[config.mk]
export PLATFORM = sky130hd
export DESIGN_NAME = pwm_phase_latch
export DESIGN_NICKNAME = d
export VERILOG_FILES = /design/src/rtl/pwm_dt_pkg.sv /design/src/rtl/pwm_rst_sync.sv /design/src/rtl/pwm_fall_detect.sv /design/src/rtl/pwm_sr_core.sv /design/src/rtl/pwm_deadtime_seq.sv /design/src/rtl/pwm_phase_latch.sv
export SDC_FILE = /design/constraint.sdc
export NUM_CORES = 1
export LEC_CHECK = 0
export BUFFER_PORTS_ARGS = -buffer_cell sky130_fd_sc_hd__buf_4
export CAP_MARGIN = 25
export CELL_PAD_IN_SITES_DETAIL_PLACEMENT = 1
export CELL_PAD_IN_SITES_GLOBAL_PLACEMENT = 2
export CORE_MARGIN = 3
export CORE_UTILIZATION = 33
export CTS_CLUSTER_SIZE = 10
export DETAILED_ROUTE_END_ITERATION = 10
export PLACE_DENSITY_LB_ADDON = 0.1
export SLEW_MARGIN = 20
export SYNTH_ARGS = -nofsm -noshare
export SYNTH_HDL_FRONTEND = slang
export SYNTH_SLANG_ARGS = --single-unit
[constraint.sdc]
create_clock -name clk -period 0.8 [get_ports clk]
set_input_delay 0 -clock clk [delete_from_list [all_inputs] [get_ports clk]]
set_output_delay 0 -clock clk [all_outputs]
set_load 0.01 [all_outputs]
[src/rtl/pwm_dt_pkg.sv]
package pwm_dt_pkg;

  // Drive sequencer states; the gap states hold both enables low.
  typedef enum logic [1:0] {
    ST_LOW_ON      = 2'd0,
    ST_GAP_TO_HIGH = 2'd1,
    ST_HIGH_ON     = 2'd2,
    ST_GAP_TO_LOW  = 2'd3
  } drv_state_e;

endpackage

[src/rtl/pwm_rst_sync.sv]
module pwm_rst_sync #(
  parameter int STAGES = 2
) (
  input  logic clk,
  input  logic arst_n,
  output logic rst_sync_n
);

  logic [STAGES-1:0] shift_q;
  logic [STAGES-1:0] shift_d;

  always_comb begin
    shift_d = {shift_q[STAGES-2:0], 1'b1};
  end

  always_ff @(posedge clk or negedge arst_n) begin
    if (!arst_n) begin
      shift_q <= '0;
    end else begin
      shift_q <= shift_d;
    end
  end

  assign rst_sync_n = shift_q[STAGES-1];

endmodule

[src/rtl/pwm_fall_detect.sv]
module pwm_fall_detect (
  input  logic clk,
  input  logic rst_n,
  input  logic pulse_i,
  output logic fall_o
);

  logic prev_q;

  always_ff @(posedge clk or negedge rst_n) begin
    if (!rst_n) begin
      prev_q <= 1'b0;
    end else begin
      prev_q <= pulse_i;
    end
  end

  // High in the cycle where the input has just gone from 1 to 0.
  assign fall_o = prev_q & ~pulse_i;

endmodule

[src/rtl/pwm_sr_core.sv]
module pwm_sr_core (
  input  logic clk,
  input  logic rst_n,
  input  logic fall_i,
  input  logic token_i,
  input  logic trip_i,
  output logic latch_q_o,
  output logic latch_d_o
);

  logic set_req;
  logic upd_en;
  logic latch_q;
  logic latch_d;

  // Reset-dominant next state: the trip overrides any set in the same cycle.
  always_comb begin
    set_req = fall_i & token_i;
    upd_en  = trip_i | set_req;
    if (trip_i) begin
      latch_d = 1'b0;
    end else if (set_req) begin
      latch_d = 1'b1;
    end else begin
      latch_d = latch_q;
    end
  end

  always_ff @(posedge clk or negedge rst_n) begin
    if (!rst_n) begin
      latch_q <= 1'b0;
    end else if (upd_en) begin
      latch_q <= latch_d;
    end
  end

  assign latch_q_o = latch_q;
  assign latch_d_o = latch_d;

endmodule

[src/rtl/pwm_deadtime_seq.sv]
module pwm_deadtime_seq
  import pwm_dt_pkg::*;
#(
  parameter int DT_W = 4
) (
  input  logic            clk,
  input  logic            rst_n,
  input  logic            latch_d_i,
  input  logic [DT_W-1:0] dead_cfg_i,
  output logic            hs_en_o,
  output logic            ls_en_o
);

  localparam logic [DT_W-1:0] GAP_MIN = DT_W'(1);

  drv_state_e      state_q, state_d;
  logic [DT_W-1:0] cnt_q, cnt_d;
  logic [DT_W-1:0] gap_len;
  logic [DT_W-1:0] gap_load;
  logic            hs_q, ls_q;
  logic            hs_d, ls_d;

  always_comb begin
    gap_len  = (dead_cfg_i == '0) ? GAP_MIN : dead_cfg_i;
    gap_load = gap_len - GAP_MIN;
    state_d  = state_q;
    cnt_d    = cnt_q;
    case (state_q)
      ST_LOW_ON: begin
        if (latch_d_i) begin
          state_d = ST_GAP_TO_HIGH;
          cnt_d   = gap_load;
        end
      end
      ST_GAP_TO_HIGH: begin
        if (!latch_d_i) begin
          state_d = ST_GAP_TO_LOW;
          cnt_d   = gap_load;
        end else if (cnt_q == '0) begin
          state_d = ST_HIGH_ON;
        end else begin
          cnt_d = cnt_q - GAP_MIN;
        end
      end
      ST_HIGH_ON: begin
        if (!latch_d_i) begin
          state_d = ST_GAP_TO_LOW;
          cnt_d   = gap_load;
        end
      end
      ST_GAP_TO_LOW: begin
        if (latch_d_i) begin
          state_d = ST_GAP_TO_HIGH;
          cnt_d   = gap_load;
        end else if (cnt_q == '0) begin
          state_d = ST_LOW_ON;
        end else begin
          cnt_d = cnt_q - GAP_MIN;
        end
      end
      default: begin
        state_d = ST_GAP_TO_LOW;
        cnt_d   = '0;
      end
    endcase
    hs_d = (state_d == ST_HIGH_ON);
    ls_d = (state_d == ST_LOW_ON);
  end

  always_ff @(posedge clk or negedge rst_n) begin
    if (!rst_n) begin
      state_q <= ST_GAP_TO_LOW;
      cnt_q   <= '0;
      hs_q    <= 1'b0;
      ls_q    <= 1'b0;
    end else begin
      state_q <= state_d;
      cnt_q   <= cnt_d;
      hs_q    <= hs_d;
      ls_q    <= ls_d;
    end
  end

  assign hs_en_o = hs_q;
  assign ls_en_o = ls_q;

endmodule

[src/rtl/pwm_phase_latch.sv]
module pwm_phase_latch #(
  parameter int DT_W        = 4,
  parameter int SYNC_STAGES = 2
) (
  input  logic            clk,
  input  logic            rst_n,
  input  logic            pwm_clk_i,
  input  logic            token_i,
  input  logic            trip_i,
  input  logic [DT_W-1:0] dead_cfg_i,
  output logic            hs_en_o,
  output logic            ls_en_o,
  output logic            dis_en_o
);

  logic rst_sync_n;
  logic pwm_fall;
  logic latch_q;
  logic latch_d;

  pwm_rst_sync #(.STAGES(SYNC_STAGES)) u_rst_sync (
    .clk        (clk),
    .arst_n     (rst_n),
    .rst_sync_n (rst_sync_n)
  );

  pwm_fall_detect u_fall (
    .clk     (clk),
    .rst_n   (rst_sync_n),
    .pulse_i (pwm_clk_i),
    .fall_o  (pwm_fall)
  );

  pwm_sr_core u_core (
    .clk       (clk),
    .rst_n     (rst_sync_n),
    .fall_i    (pwm_fall),
    .token_i   (token_i),
    .trip_i    (trip_i),
    .latch_q_o (latch_q),
    .latch_d_o (latch_d)
  );

  pwm_deadtime_seq #(.DT_W(DT_W)) u_seq (
    .clk        (clk),
    .rst_n      (rst_sync_n),
    .latch_d_i  (latch_d),
    .dead_cfg_i (dead_cfg_i),
    .hs_en_o    (hs_en_o),
    .ls_en_o    (ls_en_o)
  );

  assign dis_en_o = ~latch_q;

endmodule

[Word-level counts from Yosys, hierarchy flattened]
Index checks and enable logic that the tools add are counted.
Storage, ports and cells
  bits in registers: 12
  bits in latches: 0
  bits in writable memories: 0
  bits in read-only memories: 0
  input port bits: 9
  word-level logic and storage cells: 41
  memories kept: 0
Operators by class
  add/sub/neg operators: 2
  multiply operators: 0
  divide/modulo/power cells: 0
  order comparisons: 0
  equality and inequality tests: 6
  shifts and indexed selects: 0
  mux-type cells: 16
  bitwise logic cells: 5
  reductions and logical operators: 5
Operators with widths (count)
  4-bit 2-to-1 mux: 6
  4-bit case mux with 4 select lines: 1
  2-bit 2-to-1 mux: 6
  4-bit zero test: 2
  2-bit case mux with 4 select lines: 1
  4-bit by 1-bit subtractor with 4-bit output (second input constant): 2
  2-bit == test (second input constant): 3
  2-bit zero test: 2
  1-bit AND: 2
  2-bit by 1-bit == test with 1-bit output (second input constant): 1
  1-bit 2-to-1 mux: 2
  2-bit by 1-bit != test with 1-bit output (second input constant): 1
  2-bit != test (second input constant): 1
  1-bit inverter: 2
  2-bit AND reduction: 1
  1-bit OR: 1

[Logic depth before layout (Yosys ltp)]
Gate-level depths: netlist of the first run.
  depth after elaboration: 8
  depth in mapped cells: 7
  depth with buffers taken out: 7

[Modules after synthesis]
From an unflattened synthesis of the first run, not the netlist that was laid out.
Second synthesis, totals
  cells, all modules: 67
  area total of the unflattened synthesis: 679.4 µm²
By module, submodules not included
  pwm_deadtime_seq: times used 1, cells an instance 57, area each 541.8 µm², seq. area each 202.7 µm²
  pwm_rst_sync: times used 1, cells an instance 3, area each 53.8 µm², seq. area each 50.0 µm²
  pwm_sr_core: times used 1, cells an instance 4, area each 41.3 µm², seq. area each 25.0 µm²
  pwm_fall_detect: times used 1, cells an instance 2, area each 38.8 µm², seq. area each 25.0 µm²
  pwm_phase_latch: times used 1, cells an instance 1, area each 3.8 µm², seq. area each 0.0 µm²

[Worst setup path before layout of the first run]
Ideal clock, no wire load.
  path type: reg2reg
  from: reg u_seq.cnt_q[0]
  to: reg u_seq.cnt_q[1]
  library setup time: 0.125 ns
  data arrival time: 1.484 ns
  data required time: 0.675 ns
  setup slack: -0.808 ns
  cell stages (with the launch flop): 7
  path buffers: 0
  cell sequence: dfrtp_1 inv_1 ha_1 or3b_1 o21ai_0 mux2i_1 mux2_2
Between the ends
  cells in the longest elaborated chain, start to end: 4
  elaborated cells between the ends (all ways): 6
RTL lines
  from (decl): line pwm_deadtime_seq.sv:17  | logic [DT_W-1:0] cnt_q, cnt_d;
  from (signal assigned): line pwm_deadtime_seq.sv:78  | cnt_q <= cnt_d;
  4-bit by 1-bit subtractor with 4-bit output or 4-bit zero test (tied branches)
  4-bit 2-to-1 mux (*): line pwm_deadtime_seq.sv:39, pwm_deadtime_seq.sv:55
  4-bit 2-to-1 mux, on equally long branches: line pwm_deadtime_seq.sv:52, pwm_deadtime_seq.sv:36
  4-bit case mux with 4 select lines (*): line pwm_deadtime_seq.sv:28  | case (state_q)
Every way passes the cells marked *; elsewhere a longest branch is shown, timed or not.
A chain may end at the register's enable or synchronous reset.

[Final worst setup path of the first run]
  from: reg u_seq.cnt_q[1]
  to: reg u_seq.cnt_q[1]
Same word-level chain as after synthesis.

==> reports/qor.txt, run 1 <==
vias in the first global route - 672
first-pass GRT wire length - 3050 µm
Max rail drop VDD - 1.83 mV
row cnt - 16
TritonCTS clock tree - done
Static Leak - 0.000525 µW
crit-path max cell delay - 0.40 ns
critical path peak fanout - 4
xor and xnor area share after synthesis - 3.76%
Yosys cell types - 31
pin count of the biggest net entering global routing - 11
FF-to-FF path depth - 6
CTS sink count - 12
drt drc - 0
DIE WIDTH - 52.0 µm
fill cell count - 223
startpoint types - register
commonest non-fill, non-tap cell in the layout - buf_4
slack of the critical path - -0.794 ns
final hold violation count - 0
Seq/Total Area, Yosys - 43.3%
CP required - 0.97 ns
Synth Area in Compound Gates - 9.30%
most frequent cells in the layout - 29 x buf_4, 10 x dfrtp_1, 6 x nor2_1, 6 x mux2i_1
RSZ-0062 raised after global routing - true
register area - 303 µm²
Avg Vias per Cell - 4.80
post-synthesis mux area share - 14.0%
hold_buf cts - 2
Hold Path Class - in2reg
Setup TNS Final - -5.49 ns
initial antenna violation count - 0
CTS clk-pin slew, worst paths - 0.07 ns
worst reg2reg setup slack - -0.79 ns
violated checks - setup timing
P&R area growth vs syn - 56.5%
Crit Reg-Reg Endpoint - u_seq.cnt_q[1]$_DFFE_PN0P_
# setup viols final - 10
Min Clock Period, post-route - 1.59 ns
initial core utilization - 35.3%
Synth Area in Simple Gates - 20.8%
P per Cell Area - 3270 mW/mm²
Antenna Nets Post-Route - 0
Die H - 52.0 µm
RePlAce Congestion - 0.669
total number of vias - 624
DP HPWL - 1280 µm
Hold Crit Start - trip_i
Cell Area, Synth - 699 µm²
CTS H-tree depth - 1
Final period util - 199%
Total Power - 3580 µW
Root Driver - clkbuf_4
Hold Path Sink - u_core.latch_q_o$_DFFE_PN0P_
worst flop-to-flop path startpoint - u_seq.cnt_q[1]$_DFFE_PN0P_
I/O pin total - 12
area of the core - 0.00198 mm²
crit path DAT - 1.76 ns
final WL - 1740 µm
die area - 0.00271 mm²
largest family of logic cells by synthesized area - simple AND/OR/NAND/NOR gates
NumNets Final - 116
GRT overflow - 0
CTS Buffer Depth - 2
Worst setup EP type - register
Synth Area per Inst - 10.6 µm²
1st-iter DRT viols - 1
Post-Synth Adder-Cell Area - 3.58%
syn_nets - 77
FMAX - 627 MHz
CP max-delay cell - dfrtp_1
WHS Path Cells - 3
GRT Total Usage - 16.0%
flops & latches, synth - 12
multi-input logic area - 423 µm²
DR pass1 iterations - 2
Slew Limit Fails - 0
worst-path cell chain - inv_2, ha_4, or3b_4, o21ai_2, mux2i_1, mux2_2
Max Cap Viol - 0
routed wire length per instance - 13.4 µm
ant diodes - 0
layout cell share with drive strength beyond 1 - 51.5%
clock skew - 0.00286 ns
Post-Syn Instances - 66
TritonCTS Buffers - 3
warning count from the yosys run - 0
I/O Buffers - 11
WS Path Type - reg2reg
status - finished with violations
clock latency at the later pin of the worst-skew pair - 0.28 ns
## where the power goes
part	internal, µW	switching [µW]
Clock	175	196
Sequential	825	222
Combinational	1290	872
Total	2290	1290
## state kept, by name, indices dropped and copies added, names as in the netlist
name and count:
u_core.latch_q_o 1, u_seq.ls_en_o 1, u_rst_sync.shift_q 2, u_seq.hs_en_o 1, u_seq.cnt_q 4, u_fall.prev_q 1, u_seq.state_q 2
## final cells by class
class	count	share of cell area, %
flip-flops and latches	12	27.7
inverters	5	1.71
well taps	27	3.09
repair buffers	36	26.9
multi-input cells	47	38.6
clock buffers	3	2.06
## per-layer routing
| layer | global-route usage [%] | part of all wire, % |
|---|---|---|
| met3 | 6.59 | 6.1 |
| met2 | 26.6 | 53 |
| met5 | 0 | 0 |
| met1 | 18.4 | 39 |
| met4 | 5.24 | 1.7 |
## cells in the mapped netlist
cell	number	area share, %
a211o_1	1	1.3
a21oi_1	1	0.71
a21oi_4	1	2.3
a311o_1	1	1.4
and3_1	1	0.90
buf_1	1	0.54
buf_6	1	1.6
conb_1	1	0.54
dfrtp_1	10	36
dfstp_2	2	7.5
ha_1	2	3.6
inv_1	4	2.1
inv_2	1	0.54
mux2_2	2	3.2
mux2_4	1	2.1
mux2i_1	6	8.6
nand2_1	5	2.7
nand3b_1	2	2.1
nand3b_4	1	2.9
nor2_1	7	3.8
nor2b_1	1	0.90
nor3_1	2	1.4
nor3b_1	1	1.1
nor4_1	1	0.90
o21ai_0	1	0.71
o221a_1	1	1.6
o311ai_0	1	1.3
or3_1	2	1.8
or3b_1	1	1.3
or4_1	1	1.1
xnor2_1	3	3.8
## critical path, delay by kind of cell, from the launching register on
family	cells	cell delay (ns)
AO/OA/AOI/OAI	1	0.13
multiplexers	2	0.34
AND/OR/NAND/NOR	1	0.40
adder cells (fa/ha/maj)	1	0.13
buffers and inverters	1	0.08
flip-flops	1	0.40
## logic make-up (layout without fill, tap and decap cells)
kind of cell,after synthesis,in the layout
compound gates,7,7
xor+xnor,3,3
fa+ha+maj,2,2
buf+inv,7,44
flops,12,12
mux,9,9
other cells,1,1
simple gates,25,25
## worst max-delay path by stage
stage | startpoint | endpoint | slack [ns] | depth (start not counted)
global placement | u_seq.cnt_q[1]$_DFFE_PN0P_ | u_seq.cnt_q[1]$_DFFE_PN0P_ | -0.75 | 6
global route | u_seq.cnt_q[1]$_DFFE_PN0P_ | u_seq.cnt_q[1]$_DFFE_PN0P_ | -0.84 | 6
floorplan | u_seq.cnt_q[0]$_DFFE_PN0P_ | u_seq.cnt_q[1]$_DFFE_PN0P_ | -0.76 | 6
finish | u_seq.cnt_q[1]$_DFFE_PN0P_ | u_seq.cnt_q[1]$_DFFE_PN0P_ | -0.79 | 6
CTS | u_seq.cnt_q[1]$_DFFE_PN0P_ | u_seq.cnt_q[1]$_DFFE_PN0P_ | -0.75 | 6
detailed placement | u_seq.cnt_q[1]$_DFFE_PN0P_ | u_seq.cnt_q[1]$_DFFE_PN0P_ | -0.81 | 6
## per-stage QoR
stage	instance area, µm²	hold slack (ns)	worst slack (ns)	std cells	util, %
2_1_floorplan	718	-0.296	-0.764	66	-
3_3_place_gp	961	-0.218	-0.746	121	48.5
3_5_place_dp	961	-0.217	-0.808	121	48.5
4_1_cts	1070	0.0216	-0.748	128	54.0
5_1_grt	1090	-0.00178	-0.839	130	55.2
6_report	1090	0.00924	-0.794	130	55.2
## what timing repair did
item | in CTS | in global routing
setup endpoints to repair | 10 | 12
endpoints found under the hold margin | 3 | 1
buffers inserted | 2 | 4
gates resized for setup | 12 | 4
gates cloned | 0 | 0
pin swaps | 3 | 1
Note: power is estimated with default switching activity, not from simulation.
==> run 2: changes to the inputs <==
Settings changed: CORE_MARGIN 3 to 5, REMOVE_ABC_BUFFERS from default to 1.
==> run 2 against run 1 <==
Effect of this change:
- final cell count up 1.5%
- largest cell class unchanged
- critical path type unchanged
- via count down 0.64%
- wire length up 0.35%
- critical path depth unchanged
- flip-flop and latch count unchanged
- the flow still finishes with violations (setup timing)
- clock power up 31%
- die area up 16%
- largest power group unchanged
==> reports/qor.txt, run 2 (synthesis gave the netlist of run 1 again) <==
CP max-delay cell - dfrtp_1 (unchanged)
status - finished with violations (unchanged)
met1 Use GR - 13.1% (was 18.4%)
initial antenna violation count - 0 (unchanged)
I/O pin total - 12 (unchanged)
drt drc - 0 (unchanged)
area of the core - 0.00198 mm² (unchanged)
CP Launch Point - u_seq.cnt_q[0]$_DFFE_PN0P_ (was u_seq.cnt_q[1]$_DFFE_PN0P_)
Static Leak - 0.000542 µW (was 0.000525 µW)
CTS sink count - 12 (unchanged)
fin util - 56.9% (was 55.2%)
startpoint types - register (unchanged)
placed cell areas - 958 µm² (was 961 µm²)
1st-iter DRT viols - 3 (was 1)
TritonCTS clock tree - done (unchanged)
layout cell share with drive strength beyond 1 - 56.2% (was 51.5%)
GRT Max-Usage Layer - met2 (unchanged)
Max rail drop VDD - 2.15 mV (was 1.83 mV)
design area - 0.00113 mm² (was 0.00109 mm²)
GRT met3 Usage - 3.48% (was 6.59%)
P&R area growth vs syn - 61.2% (was 56.5%)
crit-path max cell delay - 0.40 ns (about the same)
commonest non-fill, non-tap cell in the layout - buf_4 (unchanged)
slack of the critical path - -0.784 ns (was -0.794 ns)
crit path DAT - 1.73 ns (was 1.76 ns)
max reg flops - 4 (unchanged)
Antenna Nets Post-Route - 0 (unchanged)
GRT overflow - 0 (unchanged)
Biggest register - u_seq.cnt_q (unchanged)
Avg Vias per Cell - 4.70 (was 4.80)
vias in the first global route - 645 (was 672)
FF-to-FF path depth - 6 (unchanged)
Worst Setup EP - u_seq.cnt_q[1]$_DFFE_PN0P_ (unchanged)
Worst setup EP type - register (unchanged)
WS Path Type - reg2reg (unchanged)
RePlAce Congestion - 0.718 (was 0.669)
Max Cap Viol - 0 (unchanged)
ant diodes - 0 (unchanged)
# setup viols final - 10 (unchanged)
pin count of the biggest net entering global routing - 11 (unchanged)
CP required - 0.95 ns (was 0.97 ns)
I/O Buffers - 11 (unchanged)
Hold Path Class - in2async (was in2reg)
most frequent cells in the layout - 29 x buf_4, 10 x dfrtp_1, 6 x nor2_1, 6 x buf_6, 5 x mux2i_1 (was 29 x buf_4, 10 x dfrtp_1, 6 x nor2_1, 6 x mux2i_1)
initial core utilization - 35.3% (unchanged)
Hold Worst Slack - 0.0510 ns (was 0.00924 ns)
Root Driver - clkbuf_4 (unchanged)
critical path peak fanout - 3 (was 4)
P per Cell Area - 3420 mW/mm² (was 3270 mW/mm²)
final WL - 1750 µm (was 1740 µm)
CTS H-tree depth - 1 (unchanged)
TritonCTS Buffers - 3 (unchanged)
Crit Reg-Reg Endpoint - u_seq.cnt_q[1]$_DFFE_PN0P_ (unchanged)
DR pass1 iterations - 2 (unchanged)
FMAX - 631 MHz (was 627 MHz)
CTS Buffer Depth - 2 (unchanged)
GRT Total Usage - 11.3% (was 16.0%)
routed wire length per instance - 13.2 µm (was 13.4 µm)
DP HPWL - 1380 µm (was 1280 µm)
clock skew - 0.0104 ns (was 0.00286 ns)
top flop regs - u_seq.cnt_q (4), u_rst_sync.shift_q (2), u_seq.state_q (2) (unchanged)
Final period util - 198% (was 199%)
total number of vias - 620 (was 624)
NumNets Final - 117 (was 116)
DIE WIDTH - 56.0 µm (was 52.0 µm)
row cnt - 16 (unchanged)
Slew Limit Fails - 0 (unchanged)
violated checks - setup timing (unchanged)
Die H - 56.0 µm (was 52.0 µm)
RSZ-0062 raised after global routing - true (unchanged)
worst flop-to-flop path startpoint - u_seq.cnt_q[0]$_DFFE_PN0P_ (was u_seq.cnt_q[1]$_DFFE_PN0P_)
clock latency at the later pin of the worst-skew pair - 0.27 ns (was 0.28 ns)
first-pass GRT wire length - 2810 µm (was 3050 µm)
GR Util met2 - 19.9% (was 26.6%)
CTS clk-pin slew, worst paths - 0.09 ns (was 0.07 ns)
final hold violation count - 0 (unchanged)
worst reg2reg setup slack - -0.78 ns (was -0.79 ns)
worst-path cell chain - inv_2, ha_4, or3b_4, o21ai_2, mux2i_1, mux2_4 (was inv_2, ha_4, or3b_4, o21ai_2, mux2i_1, mux2_2)
Min Clock Period, post-route - 1.58 ns (was 1.59 ns)
die area - 0.00314 mm² (was 0.00271 mm²)
-- run 2: worst min path at each step --
stage,slack [ns],endpoint
5_1_grt,0.03,u_rst_sync.shift_q[0]$_DFF_PN0_
2_1_floorplan,-0.30,u_rst_sync.shift_q[0]$_DFF_PN0_
6_report,0.05,u_rst_sync.shift_q[0]$_DFF_PN0_
3_5_place_dp,-0.22,u_rst_sync.shift_q[0]$_DFF_PN0_
4_1_cts,0.01,u_core.latch_q_o$_DFFE_PN0P_
3_3_place_gp,-0.22,u_rst_sync.shift_q[1]$_DFF_PN0_
-- run 2: worst max-delay path: cells and delay by family, from the launching register on --
| kind | cells | cell delay (ns) |
|---|---|---|
| flops | 1 | 0.40 |
| simple gates | 1 | 0.39 |
| mux | 2 | 0.34 |
| fa+ha+maj | 1 | 0.14 |
| compound gates | 1 | 0.11 |
| buf+inv | 1 | 0.08 |
-- run 2: metrics by stage --
stage	worst slack [ns]	instances	TNS [ns]	power [µW]
after floorplan	-1.24	64	-6.96	1960
final	-0.784	132	-5.55	3850
after CTS	-0.814	131	-5.67	3770
after global routing	-0.856	132	-6.18	4140
after global placement	-0.864	123	-6.01	2780
after detailed placement	-0.880	123	-6.18	2860
-- run 2: routing by layer --
layer | part of all wire, % | up-vias | routed length (µm)
met5 | 0 | - | 0
met2 | 51 | 9 | 892
met3 | 4.8 | 0 | 84
li1 | - | 307 | -
met4 | 0 | 0 | 0
met1 | 44 | 304 | 767
-- run 2: area by class of cell --
class                           count  area (µm²)
Fill cell                         219         855
Multi-Input combinational cell     47         430
Timing Repair Buffer               37         305
Sequential cell                    12         303
Clock buffer                        4        36.3
Tap cell                           27        33.8
Inverter                            5        18.8
-- run 2: where the power goes --
part / switching (µW) / internal (µW)
combinational: 952 / 1410
sequential: 180 / 823
clock: 210 / 276
total: 1340 / 2510
-- run 2: timing repair --
| action | 4_1_cts | 5_1_grt |
|---|---|---|
| gates resized for setup | 20 | 5 |
| pin swaps | 8 | 6 |
| setup endpoints to repair | 10 | 11 |
| hold buffers | 2 | 0 |
| endpoints found under the hold margin | 3 | 0 |
| setup buffers | 2 | 2 |
==> run 3: changes to the inputs <==
Settings changed: REMOVE_ABC_BUFFERS 1 to default.
==> run 3 against run 2 <==
Effect of this change:
- the flow still finishes with violations (setup timing)
- non-clock buffer count unchanged
- critical path depth unchanged
- clock power hardly changed
- flip-flop and latch count did not move
- largest cell class unchanged
- highest routed layer is now met4
==> reports/qor.txt, run 3 (synthesis gave the netlist of run 1 again) <==
NumNets Final - 117 (unchanged)
crit-path max cell delay - 0.41 ns (was 0.40 ns)
TritonCTS clock tree - done (unchanged)
Avg Vias per Cell - 4.78 (was 4.70)
Worst setup EP type - register (unchanged)
RePlAce Congestion - 0.757 (was 0.718)
net switching power - 1360 µW (was 1340 µW)
startpoint types - register (unchanged)
final hold violation count - 0 (unchanged)
pin count of the biggest net entering global routing - 11 (unchanged)
Root Driver - clkbuf_4 (unchanged)
Antenna Nets Post-Route - 0 (unchanged)
crit path DAT - 1.75 ns (was 1.73 ns)
total internal power - 2430 µW (was 2510 µW)
Die H - 56.0 µm (unchanged)
drt drc - 0 (unchanged)
CTS H-tree depth - 1 (unchanged)
Max rail drop VDD - 1.86 mV (was 2.15 mV)
Total Power - 3790 µW (was 3850 µW)
P&R area growth vs syn - 62.6% (was 61.2%)
I/O Buffers - 11 (unchanged)
GRT Total Usage - 11.8% (was 11.3%)
row cnt - 16 (unchanged)
status - finished with violations (unchanged)
first-pass GRT wire length - 2800 µm (was 2810 µm)
TritonCTS Buffers - 3 (unchanged)
commonest non-fill, non-tap cell in the layout - buf_4 (unchanged)
top flop regs - u_seq.cnt_q (4), u_rst_sync.shift_q (2), u_seq.state_q (2) (unchanged)
CTS clk-pin slew, worst paths - 0.07 ns (was 0.09 ns)
DIE WIDTH - 56.0 µm (unchanged)
post-route insts no fill - 132 (unchanged)
layout cell share with drive strength beyond 1 - 55.2% (was 56.2%)
power share of the combinational group - 59.0% (was 61.4%)
CTS Buffer Depth - 2 (unchanged)
I/O pin total - 12 (unchanged)
Hold Worst Slack - 0.0355 ns (was 0.0510 ns)
Hold Path Class - in2async (unchanged)
met1 Use GR - 13.4% (was 13.1%)
GR Util met2 - 19.2% (was 19.9%)
CTS sink count - 12 (unchanged)
Seq pwr share - 28.2% (was 26.0%)
vias in the first global route - 643 (was 645)
most frequent cells in the layout - 28 x buf_4, 10 x dfrtp_1, 7 x buf_6 (was 29 x buf_4, 10 x dfrtp_1, 6 x nor2_1, 6 x buf_6, 5 x mux2i_1)
total number of vias - 631 (was 620)
routed wire length per instance - 14.3 µm (was 13.2 µm)
RSZ-0062 raised after global routing - true (unchanged)
P per Cell Area - 3330 mW/mm² (was 3420 mW/mm²)
clock latency at the later pin of the worst-skew pair - 0.28 ns (was 0.27 ns)
Sw Share - 35.9% (was 34.8%)
GRT overflow - 0 (unchanged)
GRT met3 Usage - 5.57% (was 3.48%)
CP required - 0.96 ns (was 0.95 ns)
Final period util - 199% (was 198%)
clock skew - 0.00407 ns (was 0.0104 ns)
max reg flops - 4 (unchanged)
Buf/Inv on CP - 1 (unchanged)
Biggest register - u_seq.cnt_q (unchanged)
final WL - 1890 µm (was 1750 µm)
area of the core - 0.00198 mm² (unchanged)
Slew Limit Fails - 0 (unchanged)
1st-iter DRT viols - 2 (was 3)
DP HPWL - 1240 µm (was 1380 µm)
violated checks - setup timing (unchanged)
CP top delay family - simple AND/OR/NAND/NOR gates (was flip-flops)
Max Cap Viol - 0 (unchanged)
ant diodes - 0 (unchanged)
cell count after placement - 119 (was 123)
CP max-delay cell - or3b_4 (was dfrtp_1)
worst-path cell chain - inv_2, ha_4, or3b_4, o21ai_2, mux2i_1, mux2_2 (was inv_2, ha_4, or3b_4, o21ai_2, mux2i_1, mux2_4)
Min Clock Period, post-route - 1.59 ns (was 1.58 ns)
Clock Power Share - 12.8% (was 12.6%)
Setup WS pre-CTS - -0.822 ns (was -0.880 ns)
# setup viols final - 10 (unchanged)
FMAX - 629 MHz (was 631 MHz)
DR pass1 iterations - 2 (unchanged)
WS Path Type - reg2reg (unchanged)
Static Leak - 0.000539 µW (was 0.000542 µW)
GRT Max-Usage Layer - met2 (unchanged)
initial antenna violation count - 0 (unchanged)
critical path peak fanout - 4 (was 3)
initial core utilization - 35.3% (unchanged)
slack of the critical path - -0.790 ns (was -0.784 ns)
die area - 0.00314 mm² (unchanged)
run 3: cell counts in the layout (fill, tap and decap cells not counted):
Identical to the previous run, type by type.
run 3: power groups by stage:
stage          registers, µW  clock network [µW]  logic [µW]
2_1_floorplan            999                   0        1080
3_3_place_gp            1030                   0        1700
3_5_place_dp            1030                   0        1730
4_1_cts                 1050                 505        1970
5_1_grt                 1100                 548        2450
6_report                1070                 485        2230
run 3: layout make-up:
type | count | area [µm²]
fill | 215 | 845
multi-input combinational | 47 | 437
timing repair buffer | 37 | 309
sequential | 12 | 303
clock buffer | 4 | 36.3
tap | 27 | 33.8
inverter | 5 | 18.8
run 3: final timing paths:
path                                                 start                               to  slack, ns  cells after the start
max                             u_seq.cnt_q[1]$_DFFE_PN0P_       u_seq.cnt_q[1]$_DFFE_PN0P_      -0.79                      6
min                                                  rst_n  u_rst_sync.shift_q[0]$_DFF_PN0_       0.04                      2
max reg2reg                     u_seq.cnt_q[1]$_DFFE_PN0P_       u_seq.cnt_q[1]$_DFFE_PN0P_      -0.79                      6
min reg2reg                u_rst_sync.shift_q[1]$_DFF_PN0_       u_seq.cnt_q[2]$_DFFE_PN0P_       0.17                      0
max in group asynchronous  u_rst_sync.shift_q[1]$_DFF_PN0_       u_seq.state_q[1]$_DFF_PN1_       0.31                      0
min in group clk                             dead_cfg_i[3]       u_seq.cnt_q[3]$_DFFE_PN0P_       0.07                      3
run 3: what timing repair did:
item | 4_1_cts | 5_1_grt
hold buffers | 2 | 0
pin swaps | 4 | 3
setup buffers | 3 | 4
setup endpoints to repair | 10 | 12
gates resized for setup | 12 | 7
hold endpoints to repair | 3 | 0
run 3: per-stage QoR:
step	util, %	setup TNS [ns]	instance area, µm²
floorplan	-	-4.63	718
detailed placement	47.7	-5.40	946
finish	57.4	-5.68	1140
global placement	47.7	-5.14	946
global route	57.4	-6.39	1140
CTS	54.3	-5.48	1080
run 3: per-layer routing:
layer	vias up	routed length (µm)
li1	310	-
met5	-	0
met4	0	14
met2	11	1020
met1	307	741
met3	3	107
